**src/rtl/sync_hunt_rx.sv**
```systemverilog
module sync_hunt_rx #(
  parameter int CW  = 8,
  parameter int DLY = 3
) (
  input  logic          clk,
  input  logic          rst_n,
  input  logic          rx_bit,
  input  logic          bit_en,
  input  logic          dual_mode,
  input  logic [CW-1:0] sync_a,
  input  logic [CW-1:0] sync_b,
  input  logic          hunt,
  output logic          locked,
  output logic [CW-1:0] char_out,
  output logic          char_valid
);

  localparam int FW = $clog2(2*CW + 1);
  localparam int NW = (CW > 1) ? $clog2(CW) : 1;
  localparam int PW = $clog2(DLY + 1);
  localparam logic [FW-1:0] FULL = FW'(2*CW);
  localparam logic [NW-1:0] LAST = NW'(CW - 1);
  localparam logic [PW-1:0] PRIMED = PW'(DLY);

  logic [CW-1:0]  sync_sr, rsr, char_q;
  logic [DLY-1:0] dly;
  logic [FW-1:0]  fill;
  logic [PW-1:0]  prime;
  logic [NW-1:0]  cnt;
  logic           locked_q, valid_q;

  logic [CW-1:0]  sr_nx, rsr_hunt_nx, rsr_run_nx;
  logic [DLY:0]   dly_ext;
  logic [FW-1:0]  fill_nx, need;
  logic           match, hit;

  assign sr_nx       = {sync_sr[CW-2:0], rx_bit};
  assign rsr_hunt_nx = {rsr[CW-2:0], sync_sr[CW-1]};
  assign dly_ext     = {dly, rx_bit};
  assign rsr_run_nx  = {rsr[CW-2:0], dly_ext[DLY]};
  assign fill_nx     = (fill == FULL) ? fill : fill + 1'b1;
  assign need        = dual_mode ? FULL : FW'(CW);
  assign match       = dual_mode ? (rsr_hunt_nx == sync_a && sr_nx == sync_b)
                                 : (sr_nx == sync_b);
  assign hit         = !locked_q && bit_en && (fill_nx >= need) && match;

  always_ff @(posedge clk or negedge rst_n) begin
    if (!rst_n) begin
      sync_sr  <= '0;
      rsr      <= '0;
      char_q   <= '0;
      dly      <= '0;
      fill     <= '0;
      prime    <= '0;
      cnt      <= '0;
      locked_q <= 1'b0;
      valid_q  <= 1'b0;
    end else begin
      valid_q <= 1'b0;
      if (hunt) begin
        sync_sr  <= '0;
        rsr      <= '0;
        dly      <= '0;
        fill     <= '0;
        prime    <= '0;
        cnt      <= '0;
        locked_q <= 1'b0;
      end else if (bit_en) begin
        if (!locked_q) begin
          sync_sr <= sr_nx;
          rsr     <= rsr_hunt_nx;
          fill    <= fill_nx;
          if (hit) begin
            locked_q <= 1'b1;
            dly      <= '0;
            prime    <= '0;
            cnt      <= '0;
          end
        end else begin
          dly <= dly_ext[DLY-1:0];
          rsr <= rsr_run_nx;
          if (prime != PRIMED) begin
            prime <= prime + 1'b1;
          end else begin
            cnt <= (cnt == LAST) ? '0 : cnt + 1'b1;
            if (cnt == LAST) begin
              valid_q <= 1'b1;
              char_q  <= rsr_run_nx;
            end
          end
        end
      end
    end
  end

  assign locked     = locked_q;
  assign char_out   = char_q;
  assign char_valid = valid_q;

  a_r5_fill_guard: assert property (@(posedge clk) disable iff (!rst_n)
    $rose(locked) |-> ($past(fill) >= FW'(CW - 1)));
  a_r6_idle_quiet: assert property (@(posedge clk) disable iff (!rst_n)
    (!bit_en && !hunt) |=> ($stable(locked) && !char_valid));
  a_r7_no_char_at_lock: assert property (@(posedge clk) disable iff (!rst_n)
    $rose(locked) |-> !char_valid);
  a_r7_char_needs_lock: assert property (@(posedge clk) disable iff (!rst_n)
    char_valid |-> locked);
  a_r8_char_hold: assert property (@(posedge clk) disable iff (!rst_n)
    !char_valid |-> $stable(char_out));
  a_r9_hunt_clears: assert property (@(posedge clk) disable iff (!rst_n)
    hunt |=> (!locked && !char_valid));
  a_r10_lock_held: assert property (@(posedge clk) disable iff (!rst_n)
    (locked && !hunt) |=> locked);
  a_r11_valid_pulse: assert property (@(posedge clk) disable iff (!rst_n)
    char_valid |=> !char_valid);

endmodule

```
**config.mk**
```make
export PLATFORM = sky130hd
export DESIGN_NAME = sync_hunt_rx
export DESIGN_NICKNAME = d
export VERILOG_FILES = /design/src/rtl/sync_hunt_rx.sv
export SDC_FILE = /design/constraint.sdc
export NUM_CORES = 1
export LEC_CHECK = 0
export BUFFER_PORTS_ARGS = -buffer_cell sky130_fd_sc_hd__buf_4
export CORE_ASPECT_RATIO = 0.75
export CORE_MARGIN = 1
export CORE_UTILIZATION = 56
export CTS_CLUSTER_DIAMETER = 60
export DETAILED_ROUTE_END_ITERATION = 8
export HOLD_SLACK_MARGIN = 0.12
export PLACE_DENSITY_LB_ADDON = 0.12
export SYNTH_ARGS = -nofsm -noshare
export SYNTH_HDL_FRONTEND = slang
export SYNTH_SLANG_ARGS = --single-unit
```
**constraint.sdc**
```tcl
create_clock -name clk -period 2.21 [get_ports clk]
set_input_delay 0.1105 -clock clk [delete_from_list [all_inputs] [get_ports clk]]
set_output_delay 0.1105 -clock clk [all_outputs]
set_load 0.05 [all_outputs]
```
### After elaboration in Yosys (flattened, before gate mapping)

Index checks and enable logic that the tools add are counted.

* bits in registers: 38
* bits in latches: 0
* memory bits (writable): 0
* memory bits (read-only): 0
* input port bits: 22
* output and inout bits: 10
* word-level logic and storage cells: 70
* memories kept: 0

* $add $sub $neg: 3
* multiply operators: 0
* divide/modulo/power cells: 0
* $lt $le $gt $ge: 1
* equal/unequal tests: 8
* shift-type cells: 0
* muxes and demuxes: 35
* bitwise logic cells: 2
* reduce and logical (&&, ||, !) cells: 12

Operators by type and width (number)
* 2-to-1 mux 3 bit: 9
* 2-to-1 mux 5 bit: 5
* 2-to-1 mux 8 bit: 3
* equality test 8 bit: 2
* 2-to-1 mux 7 bit: 2
* 2-to-1 mux 1 bit: 11
* 2-to-1 mux 2 bit: 5
* AND reduction 3 bit: 2
* adder 5 x 1 -> 5 bit, second input constant: 1
* equality test 5 bit, second input constant: 1
* >= comparator 5 bit: 1
* AND reduction 5 bit: 1
* logical AND 1 bit: 4
* inequality test 2 bit, second input constant: 2
* AND reduction 2 bit: 2
* adder 3 x 1 -> 3 bit, second input constant: 1
* equality test 3 bit, second input constant: 1
* inequality test 3 x 2 -> 1 bit, second input constant: 1
* inequality test 3 bit, second input constant: 1
* nonzero test 3 bit: 1
* adder 2 x 1 -> 2 bit, second input constant: 1
* inverter 1 bit: 2
* nonzero test 2 bit: 1
* zero test 1 bit: 1

### Logic depth before layout (Yosys ltp)

Gate-level depths: netlist of run 1.

* depth in word-level cells: 9
* depth in mapped cells: 8
* gate-level depth less buffers: 8

### Least setup slack after synthesis of run 1

No wires, ideal clock.

* path type: register to register
* start: reg fill[0]
* end: reg dly[0]
* setup time: 0.099 ns
* arrival: 1.932 ns
* data required time: 2.111 ns
* path slack: 0.179 ns
* cell stages (with the launch flop): 8
* path buffers: 0
* clock period less this slack: 2.031 ns
* path through: dfrtp_1 -> ha_1 -> nand3_1 -> xnor2_1 -> ha_1 -> nor2b_1 -> o41a_4 -> a311oi_1

* word-level cells in the longest chain between the ends: 7
* elaborated cells on any way between the ends: 8
* classes of those cells: 1 x add/sub; 1 x order compare; 1 x eq/ne; 1 x mux; 4 x reduce/logical

RTL lines
* from (decl): line 27 `logic [FW-1:0] fill;`
* from (signal assigned): line 72 `fill <= fill_nx;`
* adder 5 x 1 -> 5 bit or equality test 5 bit (tied branches): line 41 `assign fill_nx = (fill == FULL) ? fill : fill + 1'b1;`
* 2-to-1 mux 5 bit (*): line 41
* >= comparator 5 bit (*): line 45 `assign hit = !locked_q && bit_en && (fill_nx >= need) && match;`
* logical AND 1 bit (*) (2 in a row): line 45
* nonzero test 3 bit (no line) (*)
* AND reduction 2 bit (no line) (*)
* to (signal assigned): line 80 `dly <= dly_ext[DLY-1:0];`
* to (decl): line 26 `logic [DLY-1:0] dly;`

Every way passes the cells marked *; elsewhere a longest branch is shown, timed or not.
A chain may end at the register's enable or synchronous reset.

### Final worst setup path of run 1

* start: reg fill[0]
* end: reg prime[0]

* word-level cells in the longest chain between the ends: 7
* elaborated cells on any way between the ends: 8
* classes of those cells: 1 x add/sub; 1 x order compare; 1 x eq/ne; 1 x mux; 4 x reduce/logical

RTL lines
* adder 5 x 1 -> 5 bit or equality test 5 bit (tied branches): line 41
* 2-to-1 mux 5 bit (*): line 41
* >= comparator 5 bit (*): line 45
* logical AND 1 bit (*) (2 in a row): line 45
* nonzero test 3 bit (no line) (*)
* AND reduction 3 bit (no line) (*)
* to (signal assigned): line 83 `prime <= prime + 1'b1;`
* to (decl): line 28 `logic [PW-1:0] prime;`

Marks and branches as above.

==> flow_metrics.env, run 1 <==
export IMPL_clkLatencyLatePin_ns=0.29
export IMPL_period_needed_ns=2.13
export IMPL_die_h_um=53.7
export IMPL_cts_tree="done"
export IMPL_yosys_area_share_simple_pct=15.7
export IMPL_antenna_left=0
export IMPL_critPathArrivalTime_ns=2.30
export IMPL_wirelength_um=4310
export IMPL_grt_max_degree=39
export IMPL_first_pass_iters=6
export IMPL_vias=1549
export IMPL_p_leak_uw=0.00118
export IMPL_synth_top_area_cell="dfrtp_1"
export IMPL_critPathMaxStageDelay_ns=0.43
export IMPL_wl_per_cell_um=16.0
export IMPL_track_usage_pct=24.1
export IMPL_final_instance_count_excl_fill=270
export IMPL_worstHoldStart="bit_en"
export IMPL_synth_cell_types=33
export IMPL_hold_viol=0
export IMPL_crit_required_ns=2.38
export IMPL_syn_area_um2=2000
export IMPL_worstReg2RegStart="fill[0]"
export IMPL_io_pins=32
export IMPL_synth_edf_count=0
export IMPL_clockBufferDepth=2
export IMPL_relSlewSlack_pct=63.5
export IMPL_overflow=0
export IMPL_final_nets=258
export IMPL_power_density_nw_per_um2=637
export IMPL_ir_drop_mv=0.516
export IMPL_worstPathMaxFanout=8
export IMPL_setup_violations=0
export IMPL_ff2ff_path_depth=8
export IMPL_maxCapViolCount=0
export IMPL_syn_nets=223
export IMPL_drive_gt1_share_pct=27.0
export IMPL_die_area_um2=3810
export IMPL_synth_top_family_by_area="simple AND/OR/NAND/NOR gates"
export IMPL_final_period_utilization_pct=96.6
export IMPL_ys_flop_type="dfrtp_1"
export IMPL_antenna_found_initial=0
export IMPL_fmax_mhz=469
export IMPL_holdPathStages=2
export IMPL_power_uw=1580
export IMPL_port_buffers=31
export IMPL_drt_iter0_drc=135
export IMPL_route_detailed_drc=0
export IMPL_initial_core_util_pct=59.5
export IMPL_cts_sinks=38
export IMPL_synth_common_cells="dfrtp_1 (38), nand2_1 (23), nor2_1 (19)"
export IMPL_h_tree_depth=2
export IMPL_synth_mux_area_share_pct=8.02
export IMPL_synthArstFlopShare_pct=100
export IMPL_r2r_slack_ns=0.08
export IMPL_placementRows=18
export IMPL_drv_slew=0
export IMPL_die_x_um=71.0
export IMPL_coreArea_um2=3360
export IMPL_syn_to_final_growth_pct=23.7
export IMPL_cpMaxStageDelayCell="dfrtp_1"
export IMPL_post_cts_setup_buffers=0
export IMPL_synth_compound_area_share_pct=12.7
export IMPL_worstPathCellList="buf_4 > inv_1 > ha_1 > nand3b_4 > or3_1 > a311oi_2 > o41a_4 > a41oi_2"
export IMPL_outcome="finished clean"
export IMPL_path_clk_slew_ns=0.08
export IMPL_ys_seq_area_share_pct=47.6
export IMPL_post_dp_hpwl_um=2870
export IMPL_whs_endpoint="rsr[0]"
export IMPL_worst_setup_path_start_kind="flip-flop"
export IMPL_worstSetupPathType="reg -> reg"
export IMPL_root_buffer="clkbuf_8"
export IMPL_r2r_end="prime[0]"
export IMPL_syn_avg_cell_area_um2=10.3
export IMPL_cts_buffers=5
export IMPL_worstHoldPathType="in -> reg"
export IMPL_syn_inst=194
export IMPL_viasPerCell=5.74
export IMPL_antenna_cells=0
export IMPL_grt_pass1_vias=1381
export IMPL_ys_top_cells_by_area="dfrtp_1 (48%), xor2_1 (7.0%), mux2_2 (4.5%)"
export IMPL_yosys_warnings=0
export IMPL_dp_cells=260
export IMPL_fin_skew_ns=0.00910
export IMPL_end_kind="flip-flop"
export IMPL_synth_xor_area_share_pct=9.21
export IMPL_synthAdderAreaFrac_pct=4.39
export IMPL_ys_ff_latch=38
export IMPL_synth_top_cell_area_share_pct=47.6
export IMPL_critPathLaunch="fill[0]"
export IMPL_place_congestion=0.918
export IMPL_timing_hold_ws_ns=0.199
export IMPL_worst_pin_slew_ns=0.547
export IMPL_grt_pass1_wl_um=6710
export IMPL_yosysMostFrequentCell="dfrtp_1"
placed cells by master (no fill, tap or decap), drive strengths merged, types with 2 or more instances in the layout:
cell type    synthesis  final
a31oi                3      3
mux2i                7      7
nor3b                3      3
a211oi               5      5
inv                  3      3
dlygate4sd3          0      2
nor2                19     19
xnor2                5      5
mux2                 8      8
buf                  3     35
o21bai               2      2
xor2                16     16
ha                   7      7
clkbuf               6      6
o22ai                3      3
bufinv               0      2
o21ai                2      2
nor4                 4      4
dfrtp               38     38
nand3                8      8
a21oi               14     14
nand2               23     23
a311oi               4      4
nor2b                3      3
critical path: cells and delay by family (launching register included):
kind,cells,cell delay [ns]
adder cells (fa/ha/maj),1,0.21
buffers and inverters,2,0.26
AND/OR/NAND/NOR,2,0.44
flip-flops,1,0.43
AO/OA/AOI/OAI,3,0.67
cell type report:
class | instances | area, um2
inverter | 3 | 11.3
clock buffer | 6 | 82.6
timing repair buffer | 37 | 283
multi-input combinational | 144 | 1030
fill | 242 | 885
clock inverter | 2 | 60.1
sequential | 38 | 952
tap | 40 | 50.0
worst max path at each step:
stage,end,slack [ns]
2_1_floorplan,dly[0],0.18
3_3_place_gp,dly[2],0.14
3_5_place_dp,prime[1],0.01
4_1_cts,cnt[1],0.01
5_1_grt,prime[0],-0.02
6_report,prime[0],0.08
through the flow:
step           setup TNS (ns)  util, %  worst slack [ns]  area (um2)
3_3_place_gp                0     67.7             0.141        2270
4_1_cts                     0     72.8            0.0126        2440
3_5_place_dp                0     67.7            0.0107        2270
6_report                    0     73.6            0.0757        2470
2_1_floorplan               0        -             0.179        2000
5_1_grt               -0.0340     73.6           -0.0199        2470
registers in the layout (all words and copies together), names as in the netlist:
register    flops
rsr             7
cnt             3
sync_sr         8
locked          1
dly             3
char_valid      1
char_out        8
fill            5
prime           2
routing by layer:
metal,track usage [%],part of all wire (%),vias to the layer above
li1,-,-,753
met1,30.8,44,755
met2,39.1,51,37
met3,7.12,4.1,4
met4,10.0,0.83,0
met5,0,0,-
cells by family after synthesis:
logic type / count (synthesis)
AO/OA/AOI/OAI: 35
XOR/XNOR: 21
adder cells (fa/ha/maj): 7
buffers and inverters: 12
flip-flops: 38
multiplexers: 15
AND/OR/NAND/NOR: 66
what timing repair did:
item,4_1_cts,5_1_grt
gates resized for setup,2,5
pin swaps,0,1
hold buffers,2,0
endpoints found under the hold margin,39,0
setup endpoints to repair,4,8
cloned,0,0
report_power, final:
| part | leakage [uW] | switching (uW) | total (uW) | internal [uW] |
|---|---|---|---|---|
| clock | 0.0000714 | 243 | 725 | 481 |
| combinational | 0.000580 | 78.6 | 138 | 59.1 |
| sequential | 0.000526 | 10.2 | 713 | 703 |
| total | 0.00118 | 332 | 1580 | 1240 |
No activity file was read; power rests on OpenSTA's default activity.
==> inputs of run 2 (changes only) <==
CORE_UTILIZATION = 40   (was 56)
clock period = 2.72 ns   (was 2.21 ns; I/O delays follow)
==> flow_metrics.env, run 2 (synthesis gave the netlist of run 1 again) <==
export IMPL_layout_common_cells="dfrtp_1 (38), buf_4 (33), nand2_1 (23), nor2_1 (19), xor2_1 (16)"
export IMPL_fmax_mhz=455
export IMPL_final_nets=255
export IMPL_post_dp_hpwl_um=3000
export IMPL_crit_required_ns=2.90
export IMPL_cpMaxStageDelayCell="o41a_4"
export IMPL_wl_per_cell_um=14.5
export IMPL_nFillCells=447
export IMPL_critPathArrivalTime_ns=2.38
export IMPL_hold_buffers=1
export IMPL_place_congestion=0.806
export IMPL_viasPerCell=5.28
export IMPL_placementRows=21
export IMPL_first_pass_iters=4
export IMPL_p_leak_uw=0.00114
export IMPL_ctsResizeCount=0
export IMPL_final_period_utilization_pct=80.8
export IMPL_grt_pass1_vias=1582
export IMPL_worst_setup_path_start_kind="flip-flop"
export IMPL_initial_core_util_pct=43.2
export IMPL_antenna_left=0
export IMPL_coreArea_um2=4620
export IMPL_worstPathMaxFanout=8
export IMPL_cts_sinks=38
export IMPL_critPathMostFrequentCell="ha_1"
export IMPL_drv_slew=0
export IMPL_drive_gt1_share_pct=23.1
export IMPL_clockBufferDepth=2
export IMPL_ir_drop_mv=0.252
export IMPL_outcome="finished clean"
export IMPL_cts_buffers=5
export IMPL_antenna_found_initial=0
export IMPL_tns_ns=0
export IMPL_cp_top_family="compound AO/OA/AOI/OAI gates"
export IMPL_worstHoldPathType="in -> reg"
export IMPL_grt_pass1_wl_um=7370
export IMPL_setup_violations=0
export IMPL_dp_cells=275
export IMPL_port_buffers=31
export IMPL_syn_to_final_growth_pct=18.8
export IMPL_relSlewSlack_pct=63.5
export IMPL_root_buffer="clkbuf_8"
export IMPL_path_clk_slew_ns=0.07
export IMPL_grt_setup_unrepaired="false"
export IMPL_worstSetupPathType="reg -> reg"
export IMPL_dp_slack_ns=0.516
export IMPL_end_kind="flip-flop"
export IMPL_wirelength_um=4100
export IMPL_clkLatencyLatePin_ns=0.28
export IMPL_timing_final_ws_setup_ns=0.523
export IMPL_worstPathCellList="ha_1 > nand3_1 > xnor2_1 > ha_1 > nor2b_1 > o41a_4 > a311oi_1"
export IMPL_drt_iter0_drc=155
export IMPL_route_detailed_drc=0
export IMPL_worst_pin_slew_ns=0.548
export IMPL_overflow=0
export IMPL_grt_max_degree=39
export IMPL_die_h_um=63.2
export IMPL_hold_viol=0
export IMPL_fin_skew_ns=0.00530
export IMPL_maxCapViolCount=0
export IMPL_final_instance_count_excl_fill=282
export IMPL_h_tree_depth=2
export IMPL_post_cts_setup_buffers=0
export IMPL_cts_tree="done"
export IMPL_antenna_cells=0
export IMPL_path_buf_inv=0
export IMPL_die_x_um=83.6
export IMPL_track_usage_pct=17.7
export IMPL_vias=1488
export IMPL_die_area_um2=5280
export IMPL_period_needed_ns=2.20
export IMPL_final_common_cell="dfrtp_1"
export IMPL_power_density_nw_per_um2=445
export IMPL_critPathMaxStageDelay_ns=0.49
export IMPL_io_pins=32
[run 2: worst paths after layout]
| kind | startpoint | endpoint | slack [ns] | cells past startpoint |
|---|---|---|---|---|
| max | fill[0] | dly[2] | 0.52 | 7 |
| min | rx_bit | sync_sr[0] | 0.13 | 3 |
| max reg2reg | fill[0] | dly[2] | 0.52 | 7 |
| min reg2reg | char_out[1] | char_out[1] | 0.51 | 1 |
| max in group asynchronous | rst_n | cnt[2] | 2.02 | 2 |
| min in group asynchronous | rst_n | sync_sr[4] | 0.36 | 2 |
[run 2: cell type report]
type                            count  area [um2]  share of cell area (%)
Multi-Input combinational cell    144         998                    42.1
Sequential cell                    38         951                    40.1
Timing Repair Buffer               34         258                    10.9
Clock buffer                        6        82.6                    3.48
Tap cell                           57        71.3                    3.01
Inverter                            3        11.3                   0.475
[run 2: stage by stage]
stage / util [%] / hold WS [ns] / power (uW) / cell area, um2
after global placement: 49.3 / 0.127 / 689 / 2280
after global routing: 51.3 / 0.134 / 1110 / 2370
after detailed placement: 49.3 / 0.133 / 693 / 2280
after floorplan: - / -0.160 / 642 / 2000
after CTS: 51.3 / 0.121 / 1070 / 2370
final: 51.3 / 0.127 / 1050 / 2370
[run 2: where the power goes]
group          switching, uW  internal [uW]  total (uW)  leakage (uW)
combinational           58.7           44.3         103      0.000565
clock                    178            195         373     0.0000431
sequential              7.45            571         578      0.000528
total                    244            811        1050       0.00114
[run 2: metal layers]
| layer | vias to the layer above | global-route usage, % | part of all wire [%] |
|---|---|---|---|
| li1 | 740 | - | - |
| met1 | 721 | 23.1 | 47 |
| met2 | 25 | 29.2 | 49 |
| met3 | 2 | 4.98 | 3.7 |
| met4 | 0 | 4.24 | 0.44 |
| met5 | - | 0 | 0 |
[run 2: worst register-to-register path, cell delays in order (launching register included)]
cell      delay (ns)
dfrtp_1         0.42
ha_1            0.24
nand3_1         0.12
xnor2_1         0.15
ha_1            0.28
nor2b_1         0.15
o41a_4          0.49
a311oi_1        0.25
